File: src/rtl/xpx_pkg.sv
package xpx_pkg;
  localparam logic [7:0] OP_PAIR_SUB  = 8'h08;
  localparam logic [7:0] OP_HL_ROR    = 8'h10;
  localparam logic [7:0] OP_DE_ROL    = 8'h18;
  localparam logic [7:0] OP_HL_ADDI   = 8'h28;
  localparam logic [7:0] OP_SP_ADDI   = 8'h38;
  localparam logic [7:0] OP_OVF_TRAP  = 8'hCB;
  localparam logic [7:0] OP_HL_LOAD   = 8'hED;
  localparam logic [7:0] OP_HL_STORE  = 8'hD9;
  localparam logic [7:0] OP_JMP_KCLR  = 8'hDD;
  localparam logic [7:0] OP_JMP_KSET  = 8'hFD;

  localparam int FB_CY = 0;
  localparam int FB_V  = 1;
  localparam int FB_P  = 2;
  localparam int FB_AC = 4;
  localparam int FB_K  = 5;
  localparam int FB_Z  = 6;
  localparam int FB_S  = 7;

  typedef enum logic [1:0] {
    XF_NONE,
    XF_LOAD,
    XF_STORE,
    XF_PUSH
  } xfer_kind_t;

  typedef enum logic [2:0] {
    SQ_IDLE,
    SQ_RD_LO,
    SQ_RD_HI,
    SQ_RD_END,
    SQ_WR_LO,
    SQ_WR_HI,
    SQ_PU_HI,
    SQ_PU_LO
  } seq_state_t;
endpackage

File: src/rtl/xpx_alu.sv
module xpx_alu
  import xpx_pkg::*;
#(
  parameter int DATA_W = 8
) (
  input  logic [7:0]          op,
  input  logic [DATA_W-1:0]   imm,
  input  logic [2*DATA_W-1:0] bc,
  input  logic [2*DATA_W-1:0] de,
  input  logic [2*DATA_W-1:0] hl,
  input  logic [2*DATA_W-1:0] sp,
  input  logic [DATA_W-1:0]   fl,
  output logic [2*DATA_W-1:0] hl_n,
  output logic [2*DATA_W-1:0] de_n,
  output logic [2*DATA_W-1:0] sp_n,
  output logic [DATA_W-1:0]   fl_n
);
  localparam int PW = 2 * DATA_W;
  localparam int XW = PW - DATA_W;

  logic [PW:0]   diff;
  logic [PW:0]   sum;
  logic [PW-1:0] imm_x;
  logic          sub_ovf;
  logic          add_ovf;

  always_comb begin
    imm_x   = {{XW{1'b0}}, imm};
    diff    = {1'b0, hl} - {1'b0, bc};
    sum     = {1'b0, hl} + {1'b0, imm_x};
    sub_ovf = (hl[PW-1] != bc[PW-1]) && (diff[PW-1] != hl[PW-1]);
    add_ovf = !hl[PW-1] && sum[PW-1];
  end

  always_comb begin
    hl_n = hl;
    de_n = de;
    sp_n = sp;
    fl_n = fl;
    case (op)
      OP_PAIR_SUB: begin
        hl_n        = diff[PW-1:0];
        fl_n[FB_CY] = diff[PW];
        fl_n[FB_S]  = diff[PW-1];
        fl_n[FB_Z]  = (diff[PW-1:0] == '0);
        fl_n[FB_P]  = ~^diff[DATA_W-1:0];
        fl_n[FB_AC] = (hl[3:0] < bc[3:0]);
        fl_n[FB_V]  = sub_ovf;
        fl_n[FB_K]  = sub_ovf;
      end
      OP_HL_ROR: begin
        hl_n        = {fl[FB_CY], hl[PW-1:1]};
        fl_n[FB_CY] = hl[0];
      end
      OP_DE_ROL: begin
        de_n        = {de[PW-2:0], fl[FB_CY]};
        fl_n[FB_CY] = de[PW-1];
      end
      OP_HL_ADDI: begin
        hl_n        = sum[PW-1:0];
        fl_n[FB_CY] = sum[PW];
        fl_n[FB_V]  = add_ovf;
        fl_n[FB_K]  = add_ovf;
      end
      OP_SP_ADDI: begin
        sp_n = sp + imm_x;
      end
      default: begin
      end
    endcase
  end
endmodule

File: src/rtl/xpx_branch.sv
module xpx_branch
  import xpx_pkg::*;
#(
  parameter int                DATA_W  = 8,
  parameter logic [2*DATA_W-1:0] RST_VEC = 16'h0040
) (
  input  logic [7:0]          op,
  input  logic                k_flag,
  input  logic                v_flag,
  input  logic [2*DATA_W-1:0] pc,
  input  logic [2*DATA_W-1:0] sp,
  input  logic [2*DATA_W-1:0] tgt,
  output logic                take,
  output logic                push,
  output logic [2*DATA_W-1:0] pc_n,
  output logic [2*DATA_W-1:0] sp_n
);
  localparam int PW = 2 * DATA_W;

  always_comb begin
    take = 1'b0;
    push = 1'b0;
    case (op)
      OP_JMP_KCLR: take = !k_flag;
      OP_JMP_KSET: take = k_flag;
      OP_OVF_TRAP: begin
        take = v_flag;
        push = v_flag;
      end
      default: begin
      end
    endcase
  end

  always_comb begin
    pc_n = pc;
    sp_n = sp;
    if (push) begin
      pc_n = RST_VEC;
      sp_n = sp - PW'(2);
    end else if (take) begin
      pc_n = tgt;
    end
  end
endmodule

File: src/rtl/xpx_seq.sv
module xpx_seq
  import xpx_pkg::*;
#(
  parameter int DATA_W = 8
) (
  input  logic                clk,
  input  logic                rst_n,
  input  logic                launch,
  input  xfer_kind_t          kind,
  input  logic [2*DATA_W-1:0] de,
  input  logic [2*DATA_W-1:0] hl,
  input  logic [2*DATA_W-1:0] sp,
  input  logic [2*DATA_W-1:0] pc,
  output logic                busy,
  output logic                finish,
  output logic                cap_lo,
  output logic                cap_hi,
  output logic                mem_rd,
  output logic                mem_wr,
  output logic [2*DATA_W-1:0] mem_addr,
  output logic [DATA_W-1:0]   mem_wdata
);
  localparam int PW = 2 * DATA_W;

  seq_state_t    state_q, state_d;
  logic [PW-1:0] base_q, base_d;
  logic [PW-1:0] dat_q, dat_d;
  logic          ld_en;

  assign ld_en = launch && (state_q == SQ_IDLE);

  always_comb begin
    state_d = state_q;
    base_d  = base_q;
    dat_d   = dat_q;
    case (state_q)
      SQ_IDLE: begin
        if (launch) begin
          case (kind)
            XF_LOAD: begin
              state_d = SQ_RD_LO;
              base_d  = de;
            end
            XF_STORE: begin
              state_d = SQ_WR_LO;
              base_d  = de;
              dat_d   = hl;
            end
            XF_PUSH: begin
              state_d = SQ_PU_HI;
              base_d  = sp - PW'(1);
              dat_d   = pc;
            end
            default: state_d = SQ_IDLE;
          endcase
        end
      end
      SQ_RD_LO:  state_d = SQ_RD_HI;
      SQ_RD_HI:  state_d = SQ_RD_END;
      SQ_RD_END: state_d = SQ_IDLE;
      SQ_WR_LO:  state_d = SQ_WR_HI;
      SQ_WR_HI:  state_d = SQ_IDLE;
      SQ_PU_HI:  state_d = SQ_PU_LO;
      SQ_PU_LO:  state_d = SQ_IDLE;
      default:   state_d = SQ_IDLE;
    endcase
  end

  always_ff @(posedge clk or negedge rst_n) begin
    if (!rst_n) begin
      state_q <= SQ_IDLE;
    end else begin
      state_q <= state_d;
    end
  end

  always_ff @(posedge clk or negedge rst_n) begin
    if (!rst_n) begin
      base_q <= '0;
      dat_q  <= '0;
    end else if (ld_en) begin
      base_q <= base_d;
      dat_q  <= dat_d;
    end
  end

  always_comb begin
    mem_rd    = 1'b0;
    mem_wr    = 1'b0;
    mem_addr  = '0;
    mem_wdata = '0;
    case (state_q)
      SQ_RD_LO: begin
        mem_rd   = 1'b1;
        mem_addr = base_q;
      end
      SQ_RD_HI: begin
        mem_rd   = 1'b1;
        mem_addr = base_q + PW'(1);
      end
      SQ_WR_LO: begin
        mem_wr    = 1'b1;
        mem_addr  = base_q;
        mem_wdata = dat_q[DATA_W-1:0];
      end
      SQ_WR_HI: begin
        mem_wr    = 1'b1;
        mem_addr  = base_q + PW'(1);
        mem_wdata = dat_q[PW-1:DATA_W];
      end
      SQ_PU_HI: begin
        mem_wr    = 1'b1;
        mem_addr  = base_q;
        mem_wdata = dat_q[PW-1:DATA_W];
      end
      SQ_PU_LO: begin
        mem_wr    = 1'b1;
        mem_addr  = base_q - PW'(1);
        mem_wdata = dat_q[DATA_W-1:0];
      end
      default: begin
      end
    endcase
  end

  assign busy   = (state_q != SQ_IDLE);
  assign cap_lo = (state_q == SQ_RD_HI);
  assign cap_hi = (state_q == SQ_RD_END);
  assign finish = (state_q == SQ_RD_END) || (state_q == SQ_WR_HI) || (state_q == SQ_PU_LO);
endmodule

File: src/rtl/xpair_exec_unit.sv
module xpair_exec_unit
  import xpx_pkg::*;
#(
  parameter int DATA_W = 8,
  parameter logic [2*DATA_W-1:0] RST_VEC = 16'h0040
) (
  input  logic                clk,
  input  logic                rst_n,
  input  logic                start,
  input  logic [7:0]          opcode,
  input  logic [DATA_W-1:0]   imm,
  input  logic [2*DATA_W-1:0] bc_in,
  input  logic [2*DATA_W-1:0] de_in,
  input  logic [2*DATA_W-1:0] hl_in,
  input  logic [2*DATA_W-1:0] sp_in,
  input  logic [2*DATA_W-1:0] pc_in,
  input  logic [2*DATA_W-1:0] target_in,
  input  logic [DATA_W-1:0]   flags_in,
  output logic                busy,
  output logic                done,
  output logic [2*DATA_W-1:0] hl_out,
  output logic [2*DATA_W-1:0] de_out,
  output logic [2*DATA_W-1:0] sp_out,
  output logic [2*DATA_W-1:0] pc_out,
  output logic [DATA_W-1:0]   flags_out,
  output logic                jump_taken,
  output logic                mem_rd,
  output logic                mem_wr,
  output logic [2*DATA_W-1:0] mem_addr,
  output logic [DATA_W-1:0]   mem_wdata,
  input  logic [DATA_W-1:0]   mem_rdata
);
  localparam int PW = 2 * DATA_W;

  logic [PW-1:0]     alu_hl, alu_de, alu_sp, br_pc, br_sp;
  logic [DATA_W-1:0] alu_fl;
  logic              br_take, br_push;
  logic              accept, single, seq_finish, cap_lo, cap_hi;
  xfer_kind_t        kind;

  logic [PW-1:0]     hl_q, hl_d, de_q, de_d, sp_q, sp_d, pc_q, pc_d;
  logic [DATA_W-1:0] fl_q, fl_d;
  logic              jmp_q, jmp_d, done_q, done_d;
  logic              res_en;

  xpx_alu #(.DATA_W(DATA_W)) u_alu (
    .op   (opcode),
    .imm  (imm),
    .bc   (bc_in),
    .de   (de_in),
    .hl   (hl_in),
    .sp   (sp_in),
    .fl   (flags_in),
    .hl_n (alu_hl),
    .de_n (alu_de),
    .sp_n (alu_sp),
    .fl_n (alu_fl)
  );

  xpx_branch #(.DATA_W(DATA_W), .RST_VEC(RST_VEC)) u_br (
    .op     (opcode),
    .k_flag (flags_in[FB_K]),
    .v_flag (flags_in[FB_V]),
    .pc     (pc_in),
    .sp     (alu_sp),
    .tgt    (target_in),
    .take   (br_take),
    .push   (br_push),
    .pc_n   (br_pc),
    .sp_n   (br_sp)
  );

  always_comb begin
    if (opcode == OP_HL_LOAD)       kind = XF_LOAD;
    else if (opcode == OP_HL_STORE) kind = XF_STORE;
    else if (br_push)               kind = XF_PUSH;
    else                            kind = XF_NONE;
  end

  assign accept = start && !busy;
  assign single = accept && (kind == XF_NONE);

  xpx_seq #(.DATA_W(DATA_W)) u_seq (
    .clk       (clk),
    .rst_n     (rst_n),
    .launch    (accept),
    .kind      (kind),
    .de        (de_in),
    .hl        (hl_in),
    .sp        (sp_in),
    .pc        (pc_in),
    .busy      (busy),
    .finish    (seq_finish),
    .cap_lo    (cap_lo),
    .cap_hi    (cap_hi),
    .mem_rd    (mem_rd),
    .mem_wr    (mem_wr),
    .mem_addr  (mem_addr),
    .mem_wdata (mem_wdata)
  );

  assign res_en = accept || cap_lo || cap_hi;

  always_comb begin
    hl_d   = hl_q;
    de_d   = de_q;
    sp_d   = sp_q;
    pc_d   = pc_q;
    fl_d   = fl_q;
    jmp_d  = jmp_q;
    done_d = single || seq_finish;
    if (accept) begin
      hl_d  = alu_hl;
      de_d  = alu_de;
      sp_d  = br_sp;
      pc_d  = br_pc;
      fl_d  = alu_fl;
      jmp_d = br_take;
    end else if (cap_lo) begin
      hl_d[DATA_W-1:0] = mem_rdata;
    end else if (cap_hi) begin
      hl_d[PW-1:DATA_W] = mem_rdata;
    end
  end

  always_ff @(posedge clk or negedge rst_n) begin
    if (!rst_n) begin
      hl_q  <= '0;
      de_q  <= '0;
      sp_q  <= '0;
      pc_q  <= '0;
      fl_q  <= '0;
      jmp_q <= 1'b0;
    end else if (res_en) begin
      hl_q  <= hl_d;
      de_q  <= de_d;
      sp_q  <= sp_d;
      pc_q  <= pc_d;
      fl_q  <= fl_d;
      jmp_q <= jmp_d;
    end
  end

  always_ff @(posedge clk or negedge rst_n) begin
    if (!rst_n) begin
      done_q <= 1'b0;
    end else begin
      done_q <= done_d;
    end
  end

  assign hl_out     = hl_q;
  assign de_out     = de_q;
  assign sp_out     = sp_q;
  assign pc_out     = pc_q;
  assign flags_out  = fl_q;
  assign jump_taken = jmp_q;
  assign done       = done_q;
endmodule

File: config.mk
export PLATFORM = sky130hd
export DESIGN_NAME = xpair_exec_unit
export DESIGN_NICKNAME = d
export VERILOG_FILES = /design/src/rtl/xpx_pkg.sv /design/src/rtl/xpx_alu.sv /design/src/rtl/xpx_branch.sv /design/src/rtl/xpx_seq.sv /design/src/rtl/xpair_exec_unit.sv
export SDC_FILE = /design/constraint.sdc
export NUM_CORES = 1
export LEC_CHECK = 0
export BUFFER_PORTS_ARGS = -buffer_cell sky130_fd_sc_hd__buf_4
export CAP_MARGIN = 20
export CORE_MARGIN = 5
export CORE_UTILIZATION = 45
export DETAILED_ROUTE_END_ITERATION = 12
export PLACE_DENSITY = 0.69
export SYNTH_ARGS = -nofsm -noshare
export SYNTH_HDL_FRONTEND = slang
export SYNTH_SLANG_ARGS = --single-unit
File: constraint.sdc
create_clock -name clk -period 8.3 [get_ports clk]
set_input_delay 0 -clock clk [delete_from_list [all_inputs] [get_ports clk]]
set_output_delay 0 -clock clk [all_outputs]
set_load 0.02 [all_outputs]
==> results, run 1 <==
- The run finished with clean final reports.
- The worst path arrival time is around 4000 ps.
- After clock tree synthesis, the clock-pin slew on the worst setup and hold paths is ~80 ps.
- The number of iterations in the first detailed-routing pass is 5.
- The post-synthesis sequential area ratio is 0.299.
- Dividing the detail-routed wire length by the instance count gives 19.2 um.
- For this configuration, the core starts out at a cell density of 0.454.
- The most used flip-flop cell after synthesis is sky130_fd_sc_hd__dfrtp_1.
- The worst setup margin is approximately 4200 ps.
- Setup repair after global routing left no endpoint under its margin.
- The worst setup path is launched from a register.
- The maximum level of the CTS H-tree is 3.
- Along the worst path, the maximum fanout reaches 26.
- In this run the tool buffered the top-level ports with ~230 buffer cells.
- Adding up every negative setup slack in the final design gives 0 ps.
- The endpoint identified for the worst register-to-register timing path is u_seq.dat_q[7].
- Summed over all instances, the cell type with the most area after synthesis is sky130_fd_sc_hd__dfrtp_1.
- The fraction of registers with async set or reset after synthesis is 1.00.
- For the worst setup path, the data required time is around 8300 ps.
- The TritonCTS sink count is 109.
- The number of rows in the core area is 52.
- The most instantiated library cell after synthesis is sky130_fd_sc_hd__nand2_1.
- The first-pass GRT wire length is about 50,000 um.
- The clock passes through at most 2 buffers.
- The cell area that synthesis handed to floorplanning was 9130 sq um.
- IR analysis of the VDD net gives a maximum drop of approximately 0.11 mV.
- The synthesized instance count is 1,112.
- The number of nets in the synthesized netlist is about 1,300.
- The overall track demand over capacity in global routing is 0.264.
- The final weighted congestion in routability-driven placement is around 0.9.
- For this design the ratio of total power to cell area is 226 nW/um^2.
- The CTS tree is built.
- The area taken by multi-input logic gates is about 6000 sq um.
- The sum of overflow across all layers after global routing is 0.
- The worst hold path was traced through 3 stages.
- The transition time of the tightest slew-check pin is between 900 and 1000 ps.
- The die covers around 23,000 sq um.
- A synthesized cell averages approximately 8.2 sq um.
- Together, buffers and inverters on the worst path number 1.
- The count of routing violations after the opening detailed-route iteration is slightly above 700.
- The endpoint kind of the worst setup timing path is a primary output.
- In the final layout, the share of cells above drive strength 1 is 0.210.
- In this design, the stage delay of the slowest critical-path cell is about 800 ps.
- The number of flops mapped to enable cells by yosys is 0.
- The number of vias after detailed routing is ~9,600.
- The clock root buffer is sky130_fd_sc_hd__clkbuf_16.
- The worst reg-to-reg path cell count is 6.
- The count of synthesis-stage warnings from yosys is 0.
- The layout has about 1,800 filler cells.
- The y dimension of the die is 152 um.
- The highest attainable clock frequency is around 240 MHz.
- In the routed design, unresolved DRC markers number 0.
- The total count of hold-check failures in the final report is 0.
- The worst slack after detailed placement is between 4000 and 5000 ps.
- On the critical path, the stage with the largest delay is an instance of sky130_fd_sc_hd__dfrtp_1.
- Compared with the post-synthesis result, the final layout area differs by 33.6%.
- In this run the tightest slew margin relative to its limit is 0.380.
- The clock latency reported for the late side of the worst-skew pair is ~360 ps.
- Of the post-synthesis cell area, the dominant cell type holds 0.299.
- After legalization and detailed placement, the total HPWL measured 23,800 um.
- The smallest clock period supported by the final layout is computed as 4120 ps.
- The initial antenna violation count is 5.
- The combined flip-flop and latch cell area is roughly 2700 sq um.
- Summed over all layers, the routed wires come to around 32,000 um.
- The number of global-route vias before repair came to about 9,000.
- Among cell families on the critical path, the largest total delay comes from simple AND/OR/NAND/NOR gates.
- The worst hold path belongs to the class in2reg.
- The worst hold path begins at de_in[11].
- After synthesis the netlist holds a flip-flop and latch count of 109.
- After the last flow step, the layout net total stands at 1,576.
- The floorplan core area is slightly above 20,000 sq um.
- The type of the worst setup path is reg2out.
- The number of max-slew violations in the final report is 0.
- The TritonCTS buffer count is 9.
- The most critical setup path has its startpoint at u_seq.state_q[2].
- Between clock sinks in the finished design, the worst skew comes to 10.1 ps.
- For hold timing, the worst endpoint is u_seq.base_q[11].
- The worst register-to-register path has a setup slack of approximately 5200 ps.
- In this run the remaining antenna-violating nets after routing total 0.
- After synthesis, the most frequently instantiated cells are 167 x sky130_fd_sc_hd__nand2_1, 109 x sky130_fd_sc_hd__dfrtp_1, 107 x sky130_fd_sc_hd__o21ai_0.
- Synthesis instantiated roughly 80 different standard cells from the library.
- roughly 230 I/O pins were placed.
- After synthesis, the cell types taking the most area are sky130_fd_sc_hd__dfrtp_1 30%, sky130_fd_sc_hd__ha_1 7.3%, sky130_fd_sc_hd__nand2_1 6.9%.
- In the finished design, the share of the clock period the worst path needs comes to 0.497.
- Using the TritonRoute via totals, the vias-per-cell ratio works out to a little under 6.
- The floorplan step set the die width to 152 um.
- Setup violations remaining at the end of the flow were counted as 0.
- The maximum number of pins on one net before global-route repair is slightly below 80.
- The critical path goes through and3_1, ha_1, o21ai_0, o21a_1, nor4_1, o2111ai_1, a31oi_1, o211ai_1, or3_1, buf_4.
- The tool flagged a number of max-cap violations equal to 0.
- The startpoint of the worst register-to-register path is u_seq.state_q[2].
- The total leakage power is approximately 0.0057 uW.
-- registers in the layout (all words and copies together), names as in the netlist --
| register | cells |
|---|---|
| de_out | 16 |
| hl_out | 16 |
| pc_out | 16 |
| sp_out | 16 |
| u_seq.base_q | 16 |
| u_seq.dat_q | 16 |
| flags_out | 8 |
| u_seq.state_q | 3 |
| done | 1 |
| jump_taken | 1 |
-- routing by layer --
metal	share of wire	global-route usage	wire length, um
met5	0.00041	0	13
met4	0.031	0.100	998
met3	0.066	0.0454	2120
met2	0.47	0.427	15000
met1	0.43	0.356	13900
-- logic make-up (layout without fill, tap and decap cells) --
logic type / count (synthesis) / in the layout / share of synthesized area
and+or+nand+nor: 395 / 395 / 0.215
xor gates and xnor gates: 67 / 67 / 0.0642
DFF: 109 / 109 / 0.299
other: 0 / 4 / 0
AOI/OAI and AO/OA: 330 / 330 / 0.233
muxes: 57 / 57 / 0.0630
buffers and inverters: 97 / 378 / 0.0448
adders and majority gates: 57 / 57 / 0.0814
-- cell usage in the layout, fill, tap and decap left out, types with 43 or more instances in the layout --
| cell | instances |
|---|---|
| sky130_fd_sc_hd__a21oi_1 | 60 |
| sky130_fd_sc_hd__o21ai_0 | 107 |
| sky130_fd_sc_hd__mux2i_1 | 53 |
| sky130_fd_sc_hd__nand2_1 | 166 |
| sky130_fd_sc_hd__dfrtp_1 | 109 |
| sky130_fd_sc_hd__buf_4 | 241 |
| sky130_fd_sc_hd__xnor2_1 | 43 |
| sky130_fd_sc_hd__nor2_1 | 80 |
| sky130_fd_sc_hd__ha_1 | 53 |
| sky130_fd_sc_hd__dlygate4sd3_1 | 85 |
-- tightest hold or removal path: cells and delay by family --
| family | cells | cell delay, ps |
|---|---|---|
| buf+inv | 1 | 110 |
| compound gates | 2 | 220 |
-- power by group --
group | total (uW) | internal, uW | switching, uW
logic | 1400 | 574 | 827
registers | 871 | 729 | 141
clock network | 487 | 246 | 241
total | 2760 | 1550 | 1210
-- cell type report --
type | instances | area share
multi-input cells | 906 | 0.492
well taps | 270 | 0.0277
repair buffers | 326 | 0.218
inverters | 36 | 0.0111
clock inverters | 7 | 0.00800
diodes | 4 | 0.000820
flip-flops and latches | 109 | 0.224
clock buffers | 9 | 0.0185
-- worst max path at each step --
| stage | end | slack, ps | depth (start not counted) |
|---|---|---|---|
| after floorplan | mem_addr[15] | 5130 | 11 |
| after global placement | mem_addr[15] | 4600 | 10 |
| after detailed placement | mem_addr[15] | 4560 | 10 |
| after CTS | mem_addr[15] | 4170 | 10 |
| after global routing | mem_addr[15] | 3890 | 10 |
| final | mem_addr[15] | 4180 | 10 |
-- repair_timing --
item	4_1_cts	5_1_grt
buffers inserted	0	0
endpoints found under the hold margin	127	0
endpoints found under the setup margin	0	0
gates resized for setup	0	0
hold buffers	85	0
-- through the flow --
| stage | instances | hold WS (ps) | utilization | instance area, sq um | total power, uW |
|---|---|---|---|---|---|
| after floorplan | 1112 | -296 | - | 9130 | 1640 |
| after global placement | 1562 | 101 | 0.548 | 11000 | 2210 |
| after detailed placement | 1562 | 107 | 0.548 | 11000 | 2230 |
| after CTS | 1663 | 3.99 | 0.606 | 12200 | 2750 |
| after global routing | 1667 | 25.2 | 0.607 | 12200 | 2920 |
| final | 1667 | 6.00 | 0.607 | 12200 | 2760 |
(Power assumes the default switching activity.)
==> inputs of run 2 (changes only) <==
--- a/config.mk
+++ b/config.mk
@@ -10,7 +10,7 @@
 export CORE_MARGIN = 5
 export CORE_UTILIZATION = 45
 export DETAILED_ROUTE_END_ITERATION = 12
-export PLACE_DENSITY = 0.69
+export PLACE_DENSITY = 0.72
 export SYNTH_ARGS = -nofsm -noshare
 export SYNTH_HDL_FRONTEND = slang
 export SYNTH_SLANG_ARGS = --single-unit
==> constraint.sdc (replaced) <==
create_clock -name clk -period 3.5 [get_ports clk]
set_input_delay 0 -clock clk [delete_from_list [all_inputs] [get_ports clk]]
set_output_delay 0 -clock clk [all_outputs]
set_load 0.02 [all_outputs]
==> run 2 against run 1 <==
  * Global-route usage increased by 0.50 points
  * Cell area is 0.43% higher
  * Clock power grew 130%
  * Wire length up 1.3%
  * Core utilization is 0.26 points higher
  * Highest routed layer unchanged
  * Critical path type unchanged
  * Via count is 0.95% higher
==> results, run 2 (synthesis results as in run 1) <==
- The startpoint of the worst register-to-register path is u_seq.state_q[2].
- The final route contains approximately 9,700 vias.
- Dividing the detail-routed wire length by the instance count gives around 19 um.
- Setup slack on the critical path of the routed design comes to approximately 240 ps.
- The total leakage power is between 0.005 and 0.006 uW.
- The number of nets in the layout is between 1,500 and 2,000.
- The number of global-route vias before repair is about 9,400.
- STA puts the critical path data required time at roughly 3500 ps.
- The final total negative setup slack is 0 ps.
- For the pin with the worst max-slew slack, the measured transition is between 800 and 900 ps.
- On the critical path, the stage with the largest delay is an instance of sky130_fd_sc_hd__or3_1.
- Timing analysis after detailed placement gives a worst setup slack of 433 ps.
- After detailed routing, the number of remaining DRC violations is 0.
- The clock root buffer is sky130_fd_sc_hd__clkbuf_16.
- In this run the worst setup path begins at u_seq.state_q[0].
- The number of iterations in the first detailed-routing pass is 6.
- The final setup violation count is 0.
- The y dimension of the die is between 150 and 200 um.
- TritonCTS built the clock tree.
- The worst max-slew margin expressed relative to the limit is 0.428.
- Clock tree synthesis inserted a total of 9 buffers.
- The final weighted congestion in routability-driven placement is about 0.92.
- The power density of the placed cells is roughly 530 nW/um^2.
- The total length of routed met3 wires is 2570 um.
- The portion of the clock cycle consumed by the worst path in the final layout is 0.933.
- The area taken by multi-input logic gates is approximately 6000 sq um.
- For this block, the initial DRC count from the detailed router was roughly 1,000.
- The remaining antenna violation count after routing is 0.
- Clock-pin slew was measured on the worst setup and hold paths at 80 ps.
- The final HPWL from detailed placement is between 20,000 and 25,000 um.
- The number of buffers and inverters on the critical path is 1.
- The average vias per placed instance is around 5.8.
- The overall track demand over capacity in global routing is 0.269.
- Setup repair after global routing left no endpoint under its margin.
- After detailed routing, the met2 layer carries 15,200 um of wire.
- The min-delay analysis places its worst path in the category in2reg.
- The setup path with the least slack is of type reg2out.
- The count of maximum capacitance violations is 0.
- Post-CTS timing repair inserted 0 buffers for setup.
- The number of max-slew violations in the final report is 0.
- The x dimension of the die is between 150 and 200 um.
- The routed design could run at a clock period as short as between 3000 and 4000 ps.
- The maximum number of buffers from clock root to sink is 2.
- In the layout the commonest cells are 250 x sky130_fd_sc_hd__buf_4, 166 x sky130_fd_sc_hd__nand2_1, 109 x sky130_fd_sc_hd__dfrtp_1.
- The worst path arrival time is 3260 ps.
- In this run the number of H-tree levels came out at 3.
- Routed signal wires occupy layers up through met5.
- The run finished with clean final reports.
- The kind of cell with the highest combined delay on the critical path is compound AO/OA/AOI/OAI gates.
- The core region is slightly above 20,000 sq um.
- Relative to the synthesized area, the layout overhead comes to 34.2%.
- In this run the register-to-register setup slack is about 820 ps.
- The commonest non-fill, non-tap cell in the layout is sky130_fd_sc_hd__buf_4.
- The maximum number of pins on one net before global-route repair is 81.
- The first-pass GRT wire length is between 50,000 and 60,000 um.
- The worst clock skew is 7.85 ps.
- The routed wire length is 32,500 um.
- The count of buffers added on input and output ports is 231.
- The detailed router put a total of 13,600 um of wire on met1.
- The initial antenna violation count is 3.
- The top-level port count is 232.
- Clock tree synthesis found a total of 109 sinks.
- The highest attainable clock frequency is approximately 310 MHz.
- For this configuration, the core starts out at a cell density of 0.454.
- In this run the worst path has a maximum fanout of 7.
- The critical path goes through and3_2, ha_1, o21ai_0, o21a_1, nor4_2, o2111ai_1, a31oi_1, o211ai_1, or3_1, buf_4.
- The total count of hold-check failures in the final report is 0.
- The die covers approximately 23,000 sq um.
- The source of the worst hold timing path is mem_rdata[0].
- The initialized floorplan defines 52 standard-cell rows.
- The clock latency reported for the late side of the worst-skew pair is between 300 and 400 ps.
- The number of fill cells in the layout is 1,781.
- The launching element type of the critical path is a register.
- The maximum vdd ir drop is 0.257 mV.
- STA classifies the critical path endpoint as a primary output.
- The largest single stage delay on the critical path is about 390 ps.
- Summing all flip-flop and latch instances after layout gives approximately 2700 sq um.
- The sum of overflow across all layers after global routing is 0.
- The fraction of final layout cells with drive strength greater than 1 is 0.218.
run 2: changes by cell type in the layout (fill, tap and decap cells not counted), moves of 2 or more:
cell / change
sky130_fd_sc_hd__diode_2: -2
sky130_fd_sc_hd__dlygate4sd3_1: -3
sky130_fd_sc_hd__inv_8: -3
sky130_fd_sc_hd__buf_4: +9
run 2: area by class of cell:
class	count	area share
Tap cell	270	0.0276
Timing Repair Buffer	333	0.222
Sequential cell	109	0.223
Multi-Input combinational cell	906	0.491
Clock buffer	10	0.0195
Clock inverter	6	0.00562
Inverter	36	0.0110
Antenna cell	2	0.000408
run 2: worst register-to-register path, delay by kind of cell, from the launching register on:
| kind | cells | cell delay, ps |
|---|---|---|
| AND/OR/NAND/NOR | 4 | 1550 |
| buffers and inverters | 2 | 500 |
| flip-flops | 1 | 380 |
| AO/OA/AOI/OAI | 1 | 110 |
run 2: path summary, 6_finish.rpt:
path,end,cells after the start
worst max-delay path,mem_addr[15],10
worst min-delay path,hl_out[8],4
worst max register to register,u_seq.dat_q[14],7
worst min register to register,de_out[7],2
max in group asynchronous,sp_out[13],4
min in group asynchronous,hl_out[7],2
run 2: layer usage:
layer,GRT usage,vias to the layer above
met1,0.352,4590
met2,0.440,445
met4,0.102,2
met5,0,-
li1,-,4595
met3,0.0560,97
run 2: metrics by stage:
| stage | hold WS [ps] | util | instances | total power, uW | instance area [sq um] |
|---|---|---|---|---|---|
| finish | 10.2 | 0.610 | 1672 | 6540 | 12300 |
| global route | 48.2 | 0.610 | 1672 | 6930 | 12300 |
| CTS | 2.66 | 0.608 | 1669 | 6500 | 12200 |
| detailed placement | 206 | 0.551 | 1571 | 5340 | 11100 |
| global placement | 196 | 0.551 | 1570 | 5270 | 11100 |
| floorplan | -296 | - | 1112 | 3890 | 9130 |
run 2: report_power, final:
group          internal [uW]  switching (uW)  total, uW
clock                    581             514       1100
sequential              1730             308       2040
combinational           1390            2020       3410
total                   3700            2850       6540
run 2: repair_timing:
item / in CTS / in global routing
hold endpoints to repair: 153 / 0
resized for setup: 0 / 2
hold buffers: 82 / 0
endpoints found under the setup margin: 0 / 1
